**config.mk**
```make
export PLATFORM = sky130hd
export DESIGN_NAME = sd_decim_packer
export DESIGN_NICKNAME = d
export VERILOG_FILES = /design/src/rtl/sdp_pkg.sv /design/src/rtl/sdp_cic.sv /design/src/rtl/sdp_format.sv /design/src/rtl/sdp_packer.sv /design/src/rtl/sd_decim_packer.sv
export SDC_FILE = /design/constraint.sdc
export NUM_CORES = 2
export LEC_CHECK = 0
export ABC_AREA = 1
export BUFFER_PORTS_ARGS = -buffer_cell sky130_fd_sc_hd__buf_4
export CORE_MARGIN = 2
export CORE_UTILIZATION = 59
export CTS_CLUSTER_DIAMETER = 200
export CTS_CLUSTER_SIZE = 14
export DETAILED_ROUTE_END_ITERATION = 12
export PLACE_DENSITY = 0.78
export SYNTH_ARGS = -nofsm -noshare
export SYNTH_HDL_FRONTEND = slang
export SYNTH_SLANG_ARGS = --single-unit
```
**constraint.sdc**
```tcl
create_clock -name clk -period 5.85 [get_ports clk]
set_input_delay 1.17 -clock clk [delete_from_list [all_inputs] [get_ports clk]]
set_output_delay 1.17 -clock clk [all_outputs]
set_load 0.1 [all_outputs]
```
**src/rtl/sdp_pkg.sv**
```systemverilog
package sdp_pkg;

    localparam int CIC_ORDER = 4;
    localparam int DEC_LOG2  = 7;
    localparam int DEC_RATIO = 1 << DEC_LOG2;
    localparam int ACC_W     = 1 + CIC_ORDER * DEC_LOG2;
    localparam int SAMP_W    = ACC_W - 1;
    localparam int WORD_W    = 24;
    localparam int NCHAN     = 2;

    typedef enum logic [1:0] {
        WID_8   = 2'd0,
        WID_16  = 2'd1,
        WID_24  = 2'd2,
        WID_24B = 2'd3
    } width_e;

    typedef struct packed {
        logic [WORD_W-1:0] left;
        logic [WORD_W-1:0] right;
        logic [1:0]        nbytes;
        logic              stereo;
    } frame_t;

    localparam logic signed [ACC_W-1:0] SAMP_OFS = ACC_W'(1) <<< (SAMP_W - 1);
    localparam logic signed [ACC_W-1:0] SAMP_MAX = SAMP_OFS - ACC_W'(1);

    // Remove the unipolar offset and clamp the single top-end code.
    function automatic logic [SAMP_W-1:0] to_sample(input logic [ACC_W-1:0] acc);
        logic signed [ACC_W-1:0] s;
        s = $signed(acc) - SAMP_OFS;
        if (s > SAMP_MAX) s = SAMP_MAX;
        return s[SAMP_W-1:0];
    endfunction

    // Keep the most significant bits, right-justified in the word.
    function automatic logic [WORD_W-1:0] to_word(input logic [SAMP_W-1:0] smp,
                                                  input width_e w);
        case (w)
            WID_8:   return {16'h0000, smp[SAMP_W-1 -: 8]};
            WID_16:  return {8'h00,    smp[SAMP_W-1 -: 16]};
            default: return smp[SAMP_W-1 -: 24];
        endcase
    endfunction

    function automatic logic [1:0] byte_count(input width_e w);
        case (w)
            WID_8:   return 2'd1;
            WID_16:  return 2'd2;
            default: return 2'd3;
        endcase
    endfunction

endpackage

```
**src/rtl/sdp_cic.sv**
```systemverilog
module sdp_cic
    import sdp_pkg::*;
#(
    parameter int ORDER = CIC_ORDER,
    parameter int AW    = ACC_W
) (
    input  logic          clk,
    input  logic          rst,
    input  logic          en,
    input  logic          bit_in,
    input  logic          tick,
    output logic [AW-1:0] sum_o,
    output logic          sum_vld
);

    logic [ORDER-1:0][AW-1:0] integ;
    logic [ORDER-1:0][AW-1:0] dly;
    logic [ORDER:0][AW-1:0]   diff;

    // Integrators run at the bit rate and wrap modulo 2^AW.
    always_ff @(posedge clk) begin
        if (rst || !en) begin
            integ <= '0;
        end else begin
            integ[0] <= integ[0] + {{(AW-1){1'b0}}, bit_in};
            for (int k = 1; k < ORDER; k++) begin
                integ[k] <= integ[k] + integ[k-1];
            end
        end
    end

    // Comb differences evaluated on the decimation strobe only.
    always_comb begin
        diff[0] = integ[ORDER-1];
        for (int k = 0; k < ORDER; k++) begin
            diff[k+1] = diff[k] - dly[k];
        end
    end

    always_ff @(posedge clk) begin
        if (rst) begin
            dly     <= '0;
            sum_o   <= '0;
            sum_vld <= 1'b0;
        end else begin
            sum_vld <= tick;
            if (!en) begin
                dly   <= '0;
                sum_o <= '0;
            end else if (tick) begin
                for (int k = 0; k < ORDER; k++) begin
                    dly[k] <= diff[k];
                end
                sum_o <= diff[ORDER];
            end
        end
    end

    // a powered-down channel keeps its filter state at zero
    p_idle_zero_r7: assert property (@(posedge clk) disable iff (rst)
        !en |=> (integ == '0) && (dly == '0));

endmodule

```
**src/rtl/sdp_format.sv**
```systemverilog
module sdp_format
    import sdp_pkg::*;
#(
    parameter int AW = ACC_W
) (
    input  logic                      clk,
    input  logic                      rst,
    input  logic                      sum_vld,
    input  logic [NCHAN-1:0][AW-1:0]  sums,
    input  logic [NCHAN-1:0]          chan_en,
    input  logic [1:0]                width_sel,
    input  logic                      stereo,
    output frame_t                    frame_o,
    output logic                      frame_vld
);

    width_e wsel;
    assign wsel = width_e'(width_sel);

    logic [NCHAN-1:0][WORD_W-1:0] words;

    generate
        for (genvar c = 0; c < NCHAN; c++) begin : g_word
            assign words[c] = chan_en[c] ? to_word(to_sample(sums[c]), wsel)
                                         : '0;
        end
    endgenerate

    always_ff @(posedge clk) begin
        if (rst) begin
            frame_o   <= '0;
            frame_vld <= 1'b0;
        end else begin
            frame_vld <= sum_vld;
            if (sum_vld) begin
                frame_o.left   <= words[0];
                frame_o.right  <= words[1];
                frame_o.nbytes <= byte_count(wsel);
                frame_o.stereo <= stereo;
            end
        end
    end

    // a narrow word leaves the unused upper bytes clear
    p_narrow_clear_r4: assert property (@(posedge clk) disable iff (rst)
        frame_vld && frame_o.nbytes == 2'd1 |->
            frame_o.left[WORD_W-1:8] == '0 && frame_o.right[WORD_W-1:8] == '0);

endmodule

```
**src/rtl/sdp_packer.sv**
```systemverilog
module sdp_packer
    import sdp_pkg::*;
(
    input  logic       clk,
    input  logic       rst,
    input  frame_t     frm_i,
    input  logic       frm_vld,
    input  logic       byte_ready,
    input  logic       ovf_clear,
    output logic [7:0] byte_data,
    output logic       byte_valid,
    output logic       overflow
);

    frame_t            cur;
    logic              busy;
    logic              chan;
    logic [1:0]        idx;
    logic [WORD_W-1:0] word;
    logic              chan_end;
    logic              last;
    logic              take;

    assign chan_end = (idx == cur.nbytes - 2'd1);
    assign last     = chan_end && (chan || !cur.stereo);
    assign take     = busy && byte_ready;

    always_comb begin
        word = chan ? cur.right : cur.left;
        case (idx)
            2'd0:    byte_data = word[7:0];
            2'd1:    byte_data = word[15:8];
            default: byte_data = word[23:16];
        endcase
    end

    assign byte_valid = busy;

    always_ff @(posedge clk) begin
        if (rst) begin
            cur      <= '0;
            busy     <= 1'b0;
            chan     <= 1'b0;
            idx      <= 2'd0;
            overflow <= 1'b0;
        end else begin
            if (frm_vld && (!busy || (take && last))) begin
                cur  <= frm_i;
                busy <= 1'b1;
                chan <= 1'b0;
                idx  <= 2'd0;
            end else if (take) begin
                if (last) begin
                    busy <= 1'b0;
                end else if (chan_end) begin
                    chan <= 1'b1;
                    idx  <= 2'd0;
                end else begin
                    idx <= idx + 2'd1;
                end
            end

            if (frm_vld && busy && !(take && last)) begin
                overflow <= 1'b1;
            end else if (ovf_clear) begin
                overflow <= 1'b0;
            end
        end
    end

    // a stalled byte is held unchanged
    p_hold_r8: assert property (@(posedge clk) disable iff (rst)
        byte_valid && !byte_ready |=> byte_valid && $stable(byte_data));

    // a dropped sample raises the flag
    p_drop_flag_r9: assert property (@(posedge clk) disable iff (rst)
        frm_vld && busy && !byte_ready |=> overflow);

    // the flag only falls on a clear request
    p_ovf_sticky_r9: assert property (@(posedge clk) disable iff (rst)
        $fell(overflow) |-> $past(ovf_clear));

    // mono frames never reach the right channel
    p_mono_left_r6: assert property (@(posedge clk) disable iff (rst)
        byte_valid && !cur.stereo |-> !chan);

    // the byte index stays within the selected width
    p_idx_range_r3: assert property (@(posedge clk) disable iff (rst)
        byte_valid |-> idx < cur.nbytes);

endmodule

```
**src/rtl/sd_decim_packer.sv**
```systemverilog
module sd_decim_packer
    import sdp_pkg::*;
#(
    parameter int ORDER = CIC_ORDER,
    parameter int RLOG2 = DEC_LOG2
) (
    input  logic       clk,
    input  logic       rst,
    input  logic       sd_left,
    input  logic       sd_right,
    input  logic       en_left,
    input  logic       en_right,
    input  logic       stereo,
    input  logic [1:0] width_sel,
    output logic [7:0] byte_data,
    output logic       byte_valid,
    input  logic       byte_ready,
    input  logic       ovf_clear,
    output logic       overflow
);

    localparam int AW    = 1 + ORDER * RLOG2;
    localparam int RATIO = 1 << RLOG2;

    logic [RLOG2-1:0]           phase;
    logic                       tick;
    logic [NCHAN-1:0]           sd_bits;
    logic [NCHAN-1:0]           chan_en;
    logic [NCHAN-1:0][AW-1:0]   sums;
    logic [NCHAN-1:0]           sums_vld;
    frame_t                     frame;
    logic                       frame_vld;

    assign sd_bits = {sd_right, sd_left};
    assign chan_en = {en_right, en_left};

    always_ff @(posedge clk) begin
        if (rst) phase <= '0;
        else     phase <= phase + 1'b1;
    end

    assign tick = &phase;

    generate
        for (genvar c = 0; c < NCHAN; c++) begin : g_chan
            sdp_cic #(.ORDER(ORDER), .AW(AW)) i_cic (
                .clk     (clk),
                .rst     (rst),
                .en      (chan_en[c]),
                .bit_in  (sd_bits[c]),
                .tick    (tick),
                .sum_o   (sums[c]),
                .sum_vld (sums_vld[c])
            );
        end
    endgenerate

    sdp_format #(.AW(AW)) i_format (
        .clk       (clk),
        .rst       (rst),
        .sum_vld   (sums_vld[0]),
        .sums      (sums),
        .chan_en   (chan_en),
        .width_sel (width_sel),
        .stereo    (stereo),
        .frame_o   (frame),
        .frame_vld (frame_vld)
    );

    sdp_packer i_packer (
        .clk        (clk),
        .rst        (rst),
        .frm_i      (frame),
        .frm_vld    (frame_vld),
        .byte_ready (byte_ready),
        .ovf_clear  (ovf_clear),
        .byte_data  (byte_data),
        .byte_valid (byte_valid),
        .overflow   (overflow)
    );

    // Independent interval counter for the decimation strobe.
    logic [RLOG2:0] since;
    logic           seen;
    always_ff @(posedge clk) begin
        if (rst) begin
            since <= '0;
            seen  <= 1'b0;
        end else begin
            since <= tick ? '0 : since + 1'b1;
            if (tick) seen <= 1'b1;
        end
    end

    // strobes are exactly one decimation ratio apart
    p_period_r1: assert property (@(posedge clk) disable iff (rst)
        tick && seen |-> since == (RLOG2+1)'(RATIO - 1));

    // no bytes and no flag until a frame has been formed
    p_quiet_start_r10: assert property (@(posedge clk) disable iff (rst)
        !seen |-> !byte_valid && !overflow);

endmodule

```
==> reports/qor.txt <==
hold bufs inserted after CTS: 0
f_max: 160 MHz
status: finished, violations left
fin util: 0.724
Yosys cell types: 58
DRC viols: 0
Iter 0 DRT Violations: 3069
Routed met3 length: 4180 um
Synth Cell Area: 0.0419 mm^2
pwr/cell area: 188 mW/mm^2
top-area cell type share of the netlist area: 0.305
synth top area cells: dfxtp_1, ha_1, a21oi_1
die height: 270 um
CTS Buf Count: 51
Initial Util: 0.597
gp weighted congestion: 0.902
Final WS setup: -0.418 ns
area leader, netlist: dfxtp_1
CP startpoint: g_chan[0].i_cic.dly[2]
pin count of the biggest net entering global routing: 198
kind of end point of the critical path: register
DP HPWL: 73200 um
critical path required time: 6.38 ns
CP max stage cell: ha_1
VDD IR-drop max: 0.224 mV
Critical Path Max Stage Delay: 0.39 ns
first-pass GRT wire length: 172000 um
Finished Layout Cells: 7441
Sink Count: 638
top-count cell post-synth: inv_1
Period Utilization, post-route: 1.07
fraction of layout cells with a size suffix above 1: 0.166
# IOs: 21
worst-margin pin slew: 1.06 ns
top_reg_cell synth: dfxtp_1
Setup Viol. Count Final: 12
Slew Limit Fails: 0
Syn Nets: 6465
number of synthesized flops with an enable pin: 0
clock latency on the worst-skew pair: 0.63 ns
clk slew on worst S/H paths: 0.08 ns
Die Width: 270 um
placed cells: 7296
Cells after Synth: 6039
Inserted Diodes: 0
Via Count: 41700
clock tree buffer depth: 3
CTS H-tree lvls: 2
Hold Crit Class: reg -> reg
Fill cells: 5427
syn_area_per_cell: 6.94 um^2
DRT met1 WL: 48200 um
worst r2r src: g_chan[0].i_cic.dly[2]
Seq/Total Area, Yosys: 0.305
Hold Vio Cnt, Final: 0
via/cell ratio: 5.60
Leak: 0.0241 uW
vias in the first global route: 38600
P&R area growth vs syn: 21.2%
met2 WL post-DR: 55100 um
drt total wl: 112000 um
Die ar.: 0.0732 mm^2
RSZ-0062 raised after global routing: true
violated checks: setup timing
share of flip-flops with an asynchronous set or reset: 0
yosys warns: 0
port buffer count: 20
Critical Path Source Type: register
# rows: 97
Worst Path Arrival: 6.80 ns
Detail Route Antenna Nets: 0
most common library cells after synthesis: inv_1, a21oi_1, nand2_1
clk root buf: clkbuf_16
Max Cap Viol: 0
antenna violations before repair: 0
Nets: 6926
Yosys reg bits: 638
First-pass DRT Iterations: 6
hold path start: phase[0]
fin crit period: 6.27 ns
Max Used Layer: met4
kind of critical path: reg -> reg
CTS tree: done
clock skew: 0.0170 ns
total congestion overflow: 0
Hold Slack: 0.447 ns
core area: 0.0701 mm^2
crit-path max FO: 4
WL per Instance: 15.0 um
max_slew headroom: 0.288
gr usage total: 0.271
==> per-stage QoR <==
stage	worst slack (ns)	instance area [um^2]	total power, uW	TNS (ns)
final	-0.418	50800	9550	-1.89
after floorplan	0.00522	41900	5320	0
after global routing	-0.763	50800	9890	-8.96
after detailed placement	-0.468	46200	5830	-6.14
after CTS	-0.0716	48400	9110	-0.259
after global placement	-0.403	46200	5810	-3.48
==> cells by family after synthesis <==
logic type	Yosys count	share of synthesized area
AO/OA/AOI/OAI	1922	0.250
AND/OR/NAND/NOR	1703	0.171
buffers and inverters	1149	0.103
flip-flops	638	0.305
adder cells (fa/ha/maj)	415	0.126
XOR/XNOR	212	0.0443
==> cell usage in the layout, fill, tap and decap left out, types with 60 or more instances in the layout <==
| master | instances |
|---|---|
| a21oi_1 | 856 |
| a21oi_2 | 91 |
| buf_4 | 546 |
| dfxtp_1 | 632 |
| ha_1 | 362 |
| inv_1 | 951 |
| nand2_1 | 848 |
| nand3_1 | 200 |
| nor2_1 | 370 |
| o21a_1 | 60 |
| o21ai_0 | 546 |
| xor2_1 | 112 |
==> critical path, delay by kind of cell (launching register included) <==
| kind | cells | cell delay (ns) |
|---|---|---|
| AO/OA/AOI/OAI | 13 | 2.05 |
| XOR/XNOR | 3 | 0.53 |
| adder cells (fa/ha/maj) | 4 | 1.29 |
| buffers and inverters | 6 | 0.59 |
| flip-flops | 1 | 0.32 |
| AND/OR/NAND/NOR | 11 | 1.39 |
==> routing by layer <==
| layer | vias up | global-route usage |
|---|---|---|
| met1 | 19200 | 0.333 |
| met2 | 969 | 0.493 |
| met4 | 0 | 0.0931 |
| met5 | - | 0 |
| met3 | 310 | 0.0266 |
| li1 | 21200 | - |
==> state kept, by name, summed over array words and instances, names as in the netlist <==
register              cells
i_packer.byte_valid       1
i_format.frame_o         51
g_chan.i_cic.integ      174
g_chan.i_cic.sum_o       58
g_chan.i_cic.diff        58
i_packer.idx              2
i_packer.cur             51
i_format.frame_vld        1
i_packer.chan             1
i_packer.overflow         1
g_chan.i_cic.sum_vld      1
g_chan.i_cic.dly        232
phase                     7
==> what timing repair did <==
item	CTS	global route
resized for setup	174	390
setup buffers	35	57
pin swaps	111	223
endpoints found under the setup margin	26	32
==> power by group <==
| group | switching [uW] | total (uW) | internal (uW) |
|---|---|---|---|
| Sequential | 2.60 | 4350 | 4340 |
| Clock | 1620 | 3210 | 1590 |
| Combinational | 1070 | 2000 | 932 |
==> worst paths after layout <==
check	to	slack, ns	cells past startpoint
setup / recovery	g_chan[0].i_cic.sum_o[28]	-0.42	37
hold / removal	phase[0]	0.45	1
setup reg to reg	g_chan[0].i_cic.sum_o[28]	-0.42	37
hold reg to reg	phase[0]	0.45	1
==> layout make-up <==
class	instances	area (um^2)	share of cell area
Timing Repair Buffer	578	4500	0.0887
Clock buffer	53	1330	0.0261
Multi-Input combinational cell	4252	27300	0.538
Tap cell	940	1180	0.0232
Sequential cell	638	12800	0.252
Clock inverter	1	8.76	0.000172
Inverter	979	3680	0.0725
No activity file was read; power rests on OpenSTA's default activity.
